**config.mk**
```make
export PLATFORM = sky130hd
export DESIGN_NAME = mclk_mode_ctrl
export DESIGN_NICKNAME = d
export VERILOG_FILES = /design/src/rtl/mcm_pkg.sv /design/src/rtl/mcm_cfg_reg.sv /design/src/rtl/mcm_wait_timer.sv /design/src/rtl/mcm_mode_fsm.sv /design/src/rtl/mclk_mode_ctrl.sv
export SDC_FILE = /design/constraint.sdc
export NUM_CORES = 1
export LEC_CHECK = 0
export ABC_AREA = 0
export BUFFER_PORTS_ARGS = -buffer_cell sky130_fd_sc_hd__buf_2
export CORE_ASPECT_RATIO = 0.75
export CORE_MARGIN = 2
export CORE_UTILIZATION = 50
export CTS_CLUSTER_DIAMETER = 100
export DETAILED_ROUTE_END_ITERATION = 10
export MAX_ROUTING_LAYER = met4
export PLACE_DENSITY = 0.84
export SETUP_SLACK_MARGIN = 0.15
export SLEW_MARGIN = 30
export SYNTH_ARGS = -nofsm -noshare
export SYNTH_HDL_FRONTEND = slang
export SYNTH_SLANG_ARGS = --single-unit
export TNS_END_PERCENT = 30
```
**constraint.sdc**
```tcl
create_clock -name clk -period 2.6 [get_ports clk]
set_input_delay 0.13 -clock clk [delete_from_list [all_inputs] [get_ports clk]]
set_output_delay 0.13 -clock clk [all_outputs]
set_load 0.01 [all_outputs]
```
**src/rtl/mcm_pkg.sv**
```systemverilog
package mcm_pkg;
  typedef enum logic [1:0] {SRC_MAIN = 2'd0, SRC_PLL = 2'd1, SRC_SUB = 2'd2} src_e;

  function automatic logic mult_legal(input logic [2:0] code);
    return !code[2] || (code[1:0] == 2'b10);
  endfunction
endpackage

```
**src/rtl/mcm_cfg_reg.sv**
```systemverilog
module mcm_cfg_reg (
  input  logic       clk,
  input  logic       rst,
  input  logic       wr_en,
  input  logic       wr_main_sel,
  input  logic       wr_sub_sel,
  input  logic [1:0] wr_mult,
  input  logic       wr_mult_ext,
  input  logic [1:0] wr_wait,
  output logic       cfg_main_sel,
  output logic       cfg_sub_sel,
  output logic [2:0] cfg_mult,
  output logic [1:0] cfg_wait
);
  logic [2:0] new_mult;
  assign new_mult = {wr_mult_ext, wr_mult};

  always_ff @(posedge clk) begin
    if (rst) begin
      cfg_main_sel <= 1'b1;
      cfg_sub_sel  <= 1'b1;
      cfg_mult     <= 3'b000;
      cfg_wait     <= 2'b00;
    end else if (wr_en) begin
      cfg_main_sel <= wr_main_sel;
      cfg_sub_sel  <= wr_sub_sel;
      cfg_wait     <= wr_wait;
      if (mcm_pkg::mult_legal(new_mult)) cfg_mult <= new_mult;
    end
  end


  mult_legal_chk: assert property (@(posedge clk) disable iff (rst)
    mcm_pkg::mult_legal(cfg_mult));
endmodule

```
**src/rtl/mcm_wait_timer.sv**
```systemverilog
module mcm_wait_timer #(
  parameter int W0 = 10,
  parameter int W1 = 13,
  parameter int W2 = 15,
  parameter int W3 = 17
) (
  input  logic       clk,
  input  logic       rst,
  input  logic       run,
  input  logic       restart,
  input  logic [1:0] len_sel,
  output logic       expired
);
  localparam int M01  = (W0 > W1) ? W0 : W1;
  localparam int M23  = (W2 > W3) ? W2 : W3;
  localparam int WMAX = (M01 > M23) ? M01 : M23;
  localparam int CW   = WMAX + 1;

  logic [CW-1:0] cnt, load_val;
  int sh;

  always_comb begin
    case (len_sel)
      2'd0:    sh = W0;
      2'd1:    sh = W1;
      2'd2:    sh = W2;
      default: sh = W3;
    endcase
    load_val = (CW'(1) << sh) - CW'(1);
  end

  always_ff @(posedge clk) begin
    if (rst || restart || !run) cnt <= load_val;
    else if (cnt != '0)         cnt <= cnt - CW'(1);
  end

  assign expired = run && !restart && (cnt == '0);


  count_down_chk: assert property (@(posedge clk) disable iff (rst)
    ($past(run) && run && !$past(restart) && $past(cnt) != '0) |-> (cnt == $past(cnt) - CW'(1)));
endmodule

```
**src/rtl/mcm_mode_fsm.sv**
```systemverilog
module mcm_mode_fsm (
  input  logic           clk,
  input  logic           rst,
  input  logic           wr_en,
  input  logic           cfg_main_sel,
  input  logic           cfg_sub_sel,
  input  logic [2:0]     cfg_mult,
  input  logic [1:0]     cfg_wait,
  input  logic           expired,
  input  logic           algn_pll_main,
  input  logic           algn_main_sub,
  input  logic           algn_pll_sub,
  output mcm_pkg::src_e  cur,
  output logic [2:0]     run_mult,
  output logic           wait_run,
  output logic           wait_err
);
  import mcm_pkg::*;
  src_e nxt;

  assign wait_run = (cur == SRC_MAIN && cfg_sub_sel && !cfg_main_sel) ||
                    (cur == SRC_SUB  && cfg_sub_sel);

  always_comb begin
    nxt = cur;
    if (!wr_en) begin
      case (cur)
        SRC_MAIN: begin
          if (!cfg_sub_sel) begin
            if (algn_main_sub) nxt = SRC_SUB;
          end else if (!cfg_main_sel && expired) nxt = SRC_PLL;
        end
        SRC_PLL: begin
          if (!cfg_sub_sel) begin
            if (algn_pll_sub) nxt = SRC_SUB;
          end else if (cfg_main_sel && algn_pll_main) nxt = SRC_MAIN;
        end
        default: begin
          if (cfg_sub_sel && expired) nxt = cfg_main_sel ? SRC_MAIN : SRC_PLL;
        end
      endcase
    end
  end

  always_ff @(posedge clk) begin
    if (rst) begin
      cur      <= SRC_MAIN;
      run_mult <= 3'b000;
      wait_err <= 1'b0;
    end else begin
      cur      <= nxt;
      if (nxt == SRC_PLL && cur != SRC_PLL) run_mult <= cfg_mult;
      wait_err <= (cur == SRC_SUB) && cfg_sub_sel && !cfg_main_sel && (cfg_wait < 2'd2);
    end
  end


  reset_mode_chk: assert property (@(posedge clk) rst |=> (cur == SRC_MAIN && run_mult == 3'b000));

  main_to_sub_chk: assert property (@(posedge clk) disable iff (rst)
    (cur == SRC_SUB && $past(cur) == SRC_MAIN) |-> $past(algn_main_sub));

  pll_to_sub_chk: assert property (@(posedge clk) disable iff (rst)
    (cur == SRC_SUB && $past(cur) == SRC_PLL) |-> $past(algn_pll_sub));

  pll_to_main_chk: assert property (@(posedge clk) disable iff (rst)
    (cur == SRC_MAIN && $past(cur) == SRC_PLL) |-> $past(algn_pll_main));

  pll_entry_chk: assert property (@(posedge clk) disable iff (rst)
    (cur == SRC_PLL && $past(cur) != SRC_PLL) |-> $past(expired));

  write_hold_chk: assert property (@(posedge clk) disable iff (rst)
    $past(wr_en) |-> (cur == $past(cur)));
endmodule

```
**src/rtl/mclk_mode_ctrl.sv**
```systemverilog
module mclk_mode_ctrl #(
  parameter int W0 = 10,
  parameter int W1 = 13,
  parameter int W2 = 15,
  parameter int W3 = 17
) (
  input  logic       clk,
  input  logic       rst,
  input  logic       wr_en,
  input  logic       wr_main_sel,
  input  logic       wr_sub_sel,
  input  logic [1:0] wr_mult,
  input  logic       wr_mult_ext,
  input  logic [1:0] wr_wait,
  input  logic       algn_pll_main,
  input  logic       algn_main_sub,
  input  logic       algn_pll_sub,
  output logic       src_main,
  output logic       src_pll,
  output logic       src_sub,
  output logic [2:0] pll_mult,
  output logic       pll_run_n,
  output logic       sub_run_n,
  output logic       main_sel,
  output logic       sub_sel,
  output logic       wait_err
);
  import mcm_pkg::*;

  logic [2:0] cfg_mult;
  logic [1:0] cfg_wait;
  logic       expired, wait_run;
  src_e       cur;

  mcm_cfg_reg u_cfg (
    .clk(clk), .rst(rst), .wr_en(wr_en), .wr_main_sel(wr_main_sel),
    .wr_sub_sel(wr_sub_sel), .wr_mult(wr_mult), .wr_mult_ext(wr_mult_ext),
    .wr_wait(wr_wait), .cfg_main_sel(main_sel), .cfg_sub_sel(sub_sel),
    .cfg_mult(cfg_mult), .cfg_wait(cfg_wait)
  );

  mcm_wait_timer #(.W0(W0), .W1(W1), .W2(W2), .W3(W3)) u_tmr (
    .clk(clk), .rst(rst), .run(wait_run), .restart(wr_en),
    .len_sel(wr_en ? wr_wait : cfg_wait), .expired(expired)
  );

  mcm_mode_fsm u_fsm (
    .clk(clk), .rst(rst), .wr_en(wr_en), .cfg_main_sel(main_sel),
    .cfg_sub_sel(sub_sel), .cfg_mult(cfg_mult), .cfg_wait(cfg_wait),
    .expired(expired), .algn_pll_main(algn_pll_main),
    .algn_main_sub(algn_main_sub), .algn_pll_sub(algn_pll_sub),
    .cur(cur), .run_mult(pll_mult), .wait_run(wait_run), .wait_err(wait_err)
  );

  assign src_main  = (cur == SRC_MAIN);
  assign src_pll   = (cur == SRC_PLL);
  assign src_sub   = (cur == SRC_SUB);
  assign pll_run_n = !src_pll;
  assign sub_run_n = !src_sub;


  onehot_src_chk: assert property (@(posedge clk) disable iff (rst)
    $onehot({src_main, src_pll, src_sub}));

  sub_wins_chk: assert property (@(posedge clk) disable iff (rst)
    (!sub_sel && !main_sel && src_main) |=> !src_pll);
endmodule

```
==> results of run 1 <==
==> where the power goes <==
part | internal [µW] | switching [µW] | leakage, µW
clock | 187 | 172 | 0.0000422
combinational | 34.8 | 42.2 | 0.000372
sequential | 540 | 18.9 | 0.000275
==> timing repair <==
action,in CTS,in global routing
resized for setup,1,0
pin swaps,0,2
hold buffers,0,0
cloned,0,0
setup buffers,0,2
setup endpoints to repair,4,2
==> cells by family (layout without fill, tap and decap cells) <==
kind of cell	Yosys count	after routing	share of synthesized area
multiplexers	6	6	0.03874
XOR/XNOR	13	13	0.07345
buffers and inverters	15	44	0.03712
AO/OA/AOI/OAI	24	24	0.09121
flip-flops	31	31	0.5165
AND/OR/NAND/NOR	65	65	0.2107
adder cells (fa/ha/maj)	4	4	0.03229
==> cell type report <==
class	count	area (µm²)	area share
flip-flops and latches	31	800.8	0.4448
clock inverters	1	5.005	0.002780
repair buffers	26	137.6	0.07644
multi-input cells	112	695.7	0.3864
inverters	10	37.54	0.02085
clock buffers	7	76.32	0.04239
well taps	38	47.55	0.02641
==> worst min-delay path by stage <==
stage                         endpoint         from  depth (start not counted)  slack (ps)
finish              u_cfg.cfg_main_sel  wr_main_sel                          2          60
global route        u_cfg.cfg_main_sel  wr_main_sel                          2          70
detailed placement  u_cfg.cfg_main_sel  wr_main_sel                          2         350
global placement    u_cfg.cfg_main_sel  wr_main_sel                          2         330
CTS                 u_cfg.cfg_main_sel  wr_main_sel                          2          60
floorplan           u_cfg.cfg_main_sel          rst                          1         230
==> placed cells by master (no fill, tap or decap), types with 2 or more instances in the layout <==
cell       n
nor2_1    19
dfxtp_1   13
nand2_1   14
or4_4      3
clkbuf_8   5
clkbuf_1   2
buf_4      3
xnor2_1   10
xor2_1     3
mux2i_1    6
o21ai_0    4
a21oi_1   15
nor3_1     8
ha_1       4
buf_2     23
nand3_1    4
inv_1     10
edfxtp_1  18
nor4_1     4
nor2b_1    4
==> per-layer routing <==
| metal | vias up | part of all wire | GRT usage |
|---|---|---|---|
| li1 | 614 | - | - |
| met1 | 585 | 0.48 | 0.2941 |
| met2 | 34 | 0.47 | 0.2977 |
| met3 | 0 | 0.052 | 0.04946 |
| met4 | 0 | 0 | 0.1067 |
| met5 | - | 0 | - |
==> flip-flops by register name, indices dropped and copies added (netlist names) <==
signal and cells:
u_cfg.cfg_mult 3, u_cfg.cfg_sub_sel 1, u_tmr.cnt 18, u_cfg.cfg_main_sel 1
u_fsm.wait_err 1, u_fsm.run_mult 3, u_fsm.cur 2, u_cfg.cfg_wait 2
==> metrics by stage <==
step	power, µW	cells	cell area (µm²)	setup WS [ps]	hold slack [ps]
finish	995.0	225	1800	197.6	58.39
global route	1032	225	1800	121.3	66.18
CTS	999.8	223	1785	198.7	56.72
detailed placement	644.9	215	1700	112.3	347.5
global placement	639.4	215	1700	223.6	332.4
floorplan	614.3	158	1550	260.6	228.6
==> flow_metrics.tcl, run 1 <==
set metrics [dict create \
    post_drt_wl_per_cell_um 14.06 \
    tightest_slew_ps 719.0 \
    synth-edff-count 18 \
    rows 17 \
    setup_violations 0 \
    critPathCaptureType "register" \
    ys_ff_latch 31 \
    relSlewSlack 0.5207 \
    yosys.area.top_type "edfxtp_1" \
    yosys_warnings 0 \
    slowest_delay_ps 590 \
    fin_util 0.6090 \
    vias 1233 \
    grt_pass1_vias 1156 \
    rsz0062_at_grt "yes" \
    yosysTopAreaCellShare 0.3487 \
    routed_wl_um 3163 \
    power_density_nw_per_um2 552.6 \
    crit_arrival_ps 2570 \
    fin_skew_ps 3.835 \
    num-fill-cells 255 \
    die_h_um 52.22 \
    fin_nets 203 \
    ys_seq_area_frac 0.5165 \
    startpoint_type "register" \
    synth_area_um2 1550 \
    grt_pass1_wl_um 5299 \
    cts_max_level 2 \
    dp_hpwl_um 2317 \
    maxCapViolCount 0 \
    port_buffers 23 \
    reg2reg_slack_ps 200 \
    crit_chain "or4_4 > or4_4 > or4_4 > mux2i_1 > nor2_1" \
    core_um2 2957 \
    reg2reg_depth 5 \
    critPathTopFamily "simple AND/OR/NAND/NOR gates" \
    startpoint "u_tmr.cnt[9]" \
    antennaDiodeCount 0 \
    ys.flop_type "edfxtp_1" \
    fmax_mhz 416.3 \
    numCtsBuffers 5 \
    r2r_start "u_tmr.cnt[9]" \
    num_io_pins 24 \
    drtIter0Drc 58 \
    cp_slowest_cell "or4_4" \
    dieArea_um2 3566 \
    clk_latency_ps 280 \
    finalCritPeriodShare 0.9240 \
    slew_viol_final 0 \
    antenna_found_initial 0 \
    drive_gt1_frac 0.1925 \
    setup.worst_path.end "u_fsm.run_mult[2]" \
    ant_nets 0 \
    irDropWorstVdd_mv 0.4746 \
    crit_top_cell "or4_4" \
    track_usage 0.2141 \
    root_buffer "clkbuf_8" \
    yosys-top-cells-count "nor2_1 (19), edfxtp_1 (18), a21oi_1 (15)" \
    hold_class "in2reg" \
    path_class "reg2reg" \
    cts_sinks 31 \
    grt_max_degree 23 \
    avgSynthCellArea_um2 9.812 \
    crit_cells 5 \
    p_leak_uw 0.0006895 \
    drc 0 \
    tns_ps 0 \
    finalCriticalPeriod_ps 2402 \
    initial_utilization 0.5243 \
    synth_cells 158 \
    critPathBufInv 0 \
    required_ps 2770 \
    syn_to_final_growth_pct 16.14 \
    die_w_um 68.30 \
    cp_max_fo 5 \
    synth_nets 175 \
    firstDrtPassIters 4 \
    r2r_end "u_fsm.run_mult[2]" \
    hold_viol_final 0 \
    cts_tree "built" \
    globalplace.congestion 0.8716 \
    synth.distinct_cells 33 \
    avgViaCountPerCell 5.480 \
    synthArstFlopShare 0 \
    clock_path_buffers 2 \
    grt_overflow 0 \
    path_clk_slew_ps 60 \
    synth.most_common_cell "nor2_1" \
    synthTopCellsByArea "edfxtp_1 (35%), dfxtp_1 (17%), xnor2_1 (5.6%), a21oi_1 (4.8%), nor2_1 (4.6%)" \
    outcome "finished clean" \
]
(Power assumes the default switching activity.)
==> run 2: changes to the inputs <==
Settings changed: ABC_AREA 0 to 1, PLACE_DENSITY 0.84 to 0.83.
==> run 2 against run 1 <==
Net effect: hold slack improved by 4.3 ps; critical path type unchanged; highest routed layer is now met4; global-route usage down 0.88 points; synthesized cell count up 30%; sequential share of layout area fell by 6.6 points; sequential power increased by 0.9%.
==> flow_metrics.tcl, run 2 <==
set metrics [dict create \
    outcome "finished clean" \
    yosys_warnings 0 \
    maxCapViolCount 0 \
    fmax_mhz 599.0 \
    path_class "reg2reg" \
    p_sw_uw 265.4 \
    port_buffers 23 \
    drtIter0Drc 87 \
    rows 19 \
    p_leak_uw 0.0009227 \
    synthArstFlopShare 0 \
    avgSynthCellArea_um2 9.050 \
    startpoint_type "register" \
    ctsHoldBuffers 0 \
    yosys.area.top_type "edfxtp_1" \
    largest-register "u_tmr.cnt" \
    initial_utilization 0.5159 \
    regArea_um2 800.8 \
    fin_skew_ps 7.269 \
    num_io_pins 24 \
    irDropWorstVdd_mv 0.3141 \
    die_w_um 74.51 \
    synth.distinct_cells 40 \
    avgViaCountPerCell 5.076 \
    cts_tree "built" \
    drive_gt1_frac 0.2585 \
    slew_viol_final 0 \
    routed_wl_um 3716 \
    yosysTopAreaCellShare 0.2899 \
    drc 0 \
    fin_util 0.5855 \
    core_um2 3613 \
    grt_pass1_wl_um 6244 \
    reg_top3 "u_tmr.cnt: 18 flops, u_cfg.cfg_mult: 3 flops, u_fsm.run_mult: 3 flops" \
    p_int_uw 775.8 \
    ys_ff_latch 31 \
    pwr-share-clk 0.348 \
    synth_nets 223 \
    num-fill-cells 327 \
    clock_path_buffers 2 \
    layout.cells.most_common_list "nand2_1 (37), inv_1 (27), buf_2 (23)" \
    root_buffer "clkbuf_8" \
    track_usage 0.2053 \
    pwr-share-seq 0.542 \
    grt_overflow 0 \
    critPathCaptureType "register" \
    hold_viol_final 0 \
    final_common_cell "nand2_1" \
    power_frac_comb 0.110 \
    yosys-top-cells-count "nand2_1 (37), inv_1 (27), edfxtp_1 (18)" \
    ys.flop_type "edfxtp_1" \
    cts_resized 0 \
    numCtsBuffers 5 \
    clk_latency_ps 290 \
    tightest_slew_ps 324.3 \
    finalCriticalPeriod_ps 1669 \
    antenna_found_initial 0 \
    ys_seq_area_frac 0.4295 \
    tns_ps 0 \
    relSlewSlack 0.7815 \
    die_h_um 56.88 \
    cts_sinks 31 \
    synthTopCellsByArea "edfxtp_1 (29%), dfxtp_1 (14%), nand2_1 (7.4%), inv_1 (5.4%), xnor2_1 (3.3%)" \
    vias 1462 \
    crit_arrival_ps 1840 \
    synth_cells 206 \
    largest_register_ffs 18 \
    power_density_nw_per_um2 492.1 \
    rsz0062_at_grt "no" \
    grt_pass1_vias 1311 \
    setup_violations 0 \
    ant_nets 0 \
    path_clk_slew_ps 70 \
    dp_hpwl_um 2868 \
    firstDrtPassIters 4 \
    p_sw_frac 0.2549 \
    synth-edff-count 18 \
    synth_area_um2 1864 \
    hold_class "in2reg" \
    grt_max_degree 19 \
    required_ps 2770 \
    post_drt_wl_per_cell_um 12.90 \
    syn_to_final_growth_pct 13.49 \
    synth.most_common_cell "nand2_1" \
    cp_max_fo 7 \
    cts_max_level 2 \
    antennaDiodeCount 0 \
    globalplace.congestion 0.8630 \
    fin_nets 252 \
    cts_setup_buffers 0 \
    dieArea_um2 4238 \
    finalCritPeriodShare 0.6421 \
    multiInputGateArea_um2 923.4 \
]
-- run 2: changes by cell type in the layout (fill, tap and decap cells not counted), sizes merged, moves of 4 or more --
cell and change:
inv +21, mux2i -6, nand2 +27, nand3 +12, nand4 +4, nor2 +4, nor2b -4, o21ai +12
or4 -4
-- run 2: kinds of logic after synthesis --
family	after synthesis	synth area share
buf+inv	33	0.07517
simple gates	98	0.3255
xor+xnor	9	0.04228
flops	31	0.4295
compound gates	31	0.1007
fa+ha+maj	4	0.02685
-- run 2: critical path, cell delays in order, from the launching register on --
cell and delay, ps:
edfxtp_1 430, inv_1 110, ha_1 190, inv_1 50, nor2_1 120, nand3_2 110
nor2_4 140, nand4_4 130, o21ai_0 220, a21oi_1 60
-- run 2: power groups by stage --
stage	clock network (µW)	registers, µW	logic [µW]
after global placement	0	574	111
after global routing	389	568	130
after CTS	370	564	115
final	363	564	114
after floorplan	0	569	83.6
after detailed placement	0	574	114
-- run 2: final timing paths --
path,to,cells past startpoint,startpoint,slack (ps)
hold reg to reg,u_fsm.run_mult[0],2,u_fsm.run_mult[0],450
setup reg to reg,u_fsm.run_mult[2],9,u_tmr.cnt[0],930
setup / recovery,u_fsm.run_mult[2],9,u_tmr.cnt[0],930
hold / removal,u_cfg.cfg_main_sel,3,wr_main_sel,60
-- run 2: routing by layer --
layer | GRT usage | up-vias | share of wire
li1 | - | 743 | -
met5 | - | - | 0
met1 | 0.2865 | 687 | 0.49
met4 | 0.06122 | 0 | 0.014
met3 | 0.06463 | 5 | 0.041
met2 | 0.2857 | 27 | 0.46
-- run 2: stage by stage --
| step | cells | power (µW) | hold slack (ps) | setup WS (ps) | cell area [µm²] |
|---|---|---|---|---|---|
| after global routing | 288 | 1087 | 68.16 | 760.2 | 2116 |
| after detailed placement | 280 | 688.4 | 352.8 | 934.2 | 2036 |
| after CTS | 288 | 1049 | 60.55 | 915.9 | 2116 |
| after global placement | 280 | 685.0 | 341.7 | 965.3 | 2036 |
| after floorplan | 206 | 652.6 | 230.4 | 703.7 | 1864 |
| final | 288 | 1041 | 62.67 | 930.5 | 2116 |
-- run 2: layout make-up --
| cell class | count | share of cell area |
|---|---|---|
| multi-input cells | 142 | 0.4364 |
| repair buffers | 24 | 0.05795 |
| well taps | 52 | 0.03075 |
| flip-flops and latches | 31 | 0.3785 |
| inverters | 31 | 0.05855 |
| clock buffers | 8 | 0.03785 |
==> run 3: changes to the inputs <==
Settings changed: PLACE_DENSITY 0.83 to 0.85.
Clock period 2.6 ns to 1.5 ns, I/O delays scaled along.
==> run 3 against run 2 <==
Net effect: sequential share of layout area fell by 4.4 points; critical path depth fell by 1; cell count rose by 9.7%; via count rose by 9.4%; hold slack got worse by 55 ps; critical path type unchanged; non-clock buffer count rose by 28; largest power group unchanged; global-route usage rose by 1.4 points; register-to-register slack got worse by 1100 ps; the flow now finishes with violations (negative setup slack); fmax rose by 3.0%.
==> flow_metrics.tcl, run 3 (synthesis results as in run 2) <==
set metrics [dict create \
    power_density_nw_per_um2 813.1 \
    ant_nets 0 \
    fin_ws_ps -120.6 \
    antenna_found_initial 0 \
    violations "negative setup slack" \
    finalCritPeriodShare 1.080 \
    path_class "reg2reg" \
    ctsHoldBuffers 0 \
    numCtsBuffers 5 \
    reg2reg_slack_ps -120 \
    drtIter0Drc 125 \
    grt_pass1_vias 1530 \
    critPathBufInv 1 \
    holdPathEnd "u_cfg.cfg_main_sel" \
    cts_sinks 31 \
    relSlewSlack 0.7566 \
    fin_cells 316 \
    startpoint_type "register" \
    layout.cells.most_common_list "nand2_1 (37), buf_4 (28), inv_1 (23), buf_2 (23), edfxtp_1 (18)" \
    fin_nets 280 \
    clock_path_buffers 2 \
    path_clk_slew_ps 70 \
    critPathTopFamily "simple AND/OR/NAND/NOR gates" \
    slowest_delay_ps 440 \
    worstHoldStart "wr_main_sel" \
    grt_max_degree 19 \
    required_ps 1540 \
    min_path_cells 3 \
    rows 19 \
    root_buffer "clkbuf_8" \
    fmax_mhz 617.1 \
    grt_pass1_wl_um 6796 \
    fin_util 0.6621 \
    track_usage 0.2188 \
    maxCapViolCount 0 \
    syn_to_final_growth_pct 28.32 \
    crit_top_cell "nand2_1" \
    num-fill-cells 288 \
    die_h_um 56.88 \
    final_common_cell "nand2_1" \
    dp_hpwl_um 2997 \
    initial_utilization 0.5159 \
    port_buffers 23 \
    hold_viol_final 0 \
    num_io_pins 24 \
    crit_chain "inv_2 > ha_2 > nand2_4 > nor3_4 > nand4_1 > xnor2_1 > nand2_1 > nand2_1" \
    drive_gt1_frac 0.3902 \
    outcome "finished, violations left" \
    tightest_slew_ps 364.8 \
    routed_wl_um 4105 \
    cts_tree "built" \
    reg_top3 "u_tmr.cnt: 18 flops, u_cfg.cfg_mult: 3 flops, u_fsm.run_mult: 3 flops" \
    crit_arrival_ps 1660 \
    drc 0 \
    largest-register "u_tmr.cnt" \
    cp_max_fo 3 \
    post_drt_wl_per_cell_um 12.99 \
    fin_skew_ps 5.469 \
    setup_violations 32 \
    critPathCaptureType "register" \
    avgViaCountPerCell 5.063 \
    place_inst 303 \
    rsz0062_at_grt "yes" \
    largest_register_ffs 18 \
    finalCriticalPeriod_ps 1621 \
    grt_overflow 0 \
    slew_viol_final 0 \
    reg2reg_depth 8 \
    die_w_um 74.51 \
    r2r_start "u_tmr.cnt[1]" \
    p_leak_uw 0.001060 \
    irDropWorstVdd_mv 0.5577 \
    cp_slowest_cell "edfxtp_1" \
    cts_max_level 2 \
    firstDrtPassIters 4 \
    vias 1600 \
    hold_class "in2reg" \
    globalplace.congestion 0.8870 \
    dieArea_um2 4238 \
    r2r_end "u_tmr.cnt[14]" \
    antennaDiodeCount 0 \
    core_um2 3613 \
    clk_latency_ps 280 \
]
## run 3: cell count changes in the layout (fill, tap and decap cells not counted), moves of 2 or more
cell / before / now
clkbuf_8: 5 / 7
o21ai_1: 2 / 4
o21ai_0: 10 / 7
ha_1: 4 / 2
ha_2: 0 / 2
buf_4: 1 / 28
clkbuf_1: 3 / 1
inv_1: 27 / 23
nor2_4: 5 / 7
nor2_1: 14 / 12
inv_2: 2 / 6
## run 3: worst max path at each step
| stage | slack [ps] | from | endpoint | depth (start not counted) |
|---|---|---|---|---|
| after detailed placement | -110 | u_tmr.cnt[0] | u_tmr.cnt[12] | 8 |
| after CTS | -90 | u_tmr.cnt[0] | u_tmr.cnt[14] | 8 |
| after global placement | -60 | u_tmr.cnt[0] | u_tmr.cnt[14] | 8 |
| after floorplan | -400 | u_tmr.cnt[3] | u_tmr.cnt[0] | 4 |
| final | -120 | u_tmr.cnt[1] | u_tmr.cnt[14] | 8 |
| after global routing | -210 | u_tmr.cnt[1] | u_tmr.cnt[14] | 8 |
## run 3: cell type report
| type | instances | area (µm²) | share of cell area |
|---|---|---|---|
| multi-input cells | 142 | 963.4 | 0.4027 |
| flip-flops and latches | 31 | 800.8 | 0.3347 |
| repair buffers | 52 | 336.6 | 0.1407 |
| inverters | 31 | 126.4 | 0.05282 |
| clock buffers | 8 | 100.1 | 0.04184 |
| well taps | 52 | 65.06 | 0.02720 |
## run 3: power breakdown
| part | switching [µW] | internal [µW] | total, µW |
|---|---|---|---|
| logic | 136 | 106 | 242 |
| clock network | 309 | 418 | 728 |
| registers | 36.7 | 939 | 975 |
## run 3: per-stage QoR
stage | TNS [ps] | hold slack [ps] | worst slack, ps | instance area [µm²] | power, µW
6_report | -1836 | 7.413 | -120.6 | 2392 | 1945
5_1_grt | -4426 | 44.01 | -213.0 | 2392 | 2025
2_1_floorplan | -7139 | 175.4 | -396.3 | 1864 | 1131
3_5_place_dp | -1811 | 296.7 | -105.5 | 2208 | 1222
4_1_cts | -940.7 | 2.165 | -92.09 | 2367 | 1947
3_3_place_gp | -150.3 | 287.0 | -64.63 | 2208 | 1215
## run 3: timing repair
item | CTS | global route
resized for setup | 12 | 7
buffers inserted | 4 | 1
endpoints found under the setup margin | 36 | 42
pin swaps | 2 | 1
## run 3: routing by layer
metal | part of all wire | track usage
met5 | 0 | -
met4 | 0.015 | 0.07908
met3 | 0.054 | 0.05027
met2 | 0.45 | 0.3161
met1 | 0.48 | 0.3009
## run 3: worst reg2reg max path: cells and delay by family (launching register included)
family	cells	cell delay [ps]
adders and majority gates	1	200
xor gates and xnor gates	1	150
DFF	1	440
buffers and inverters	1	90
and+or+nand+nor	5	500
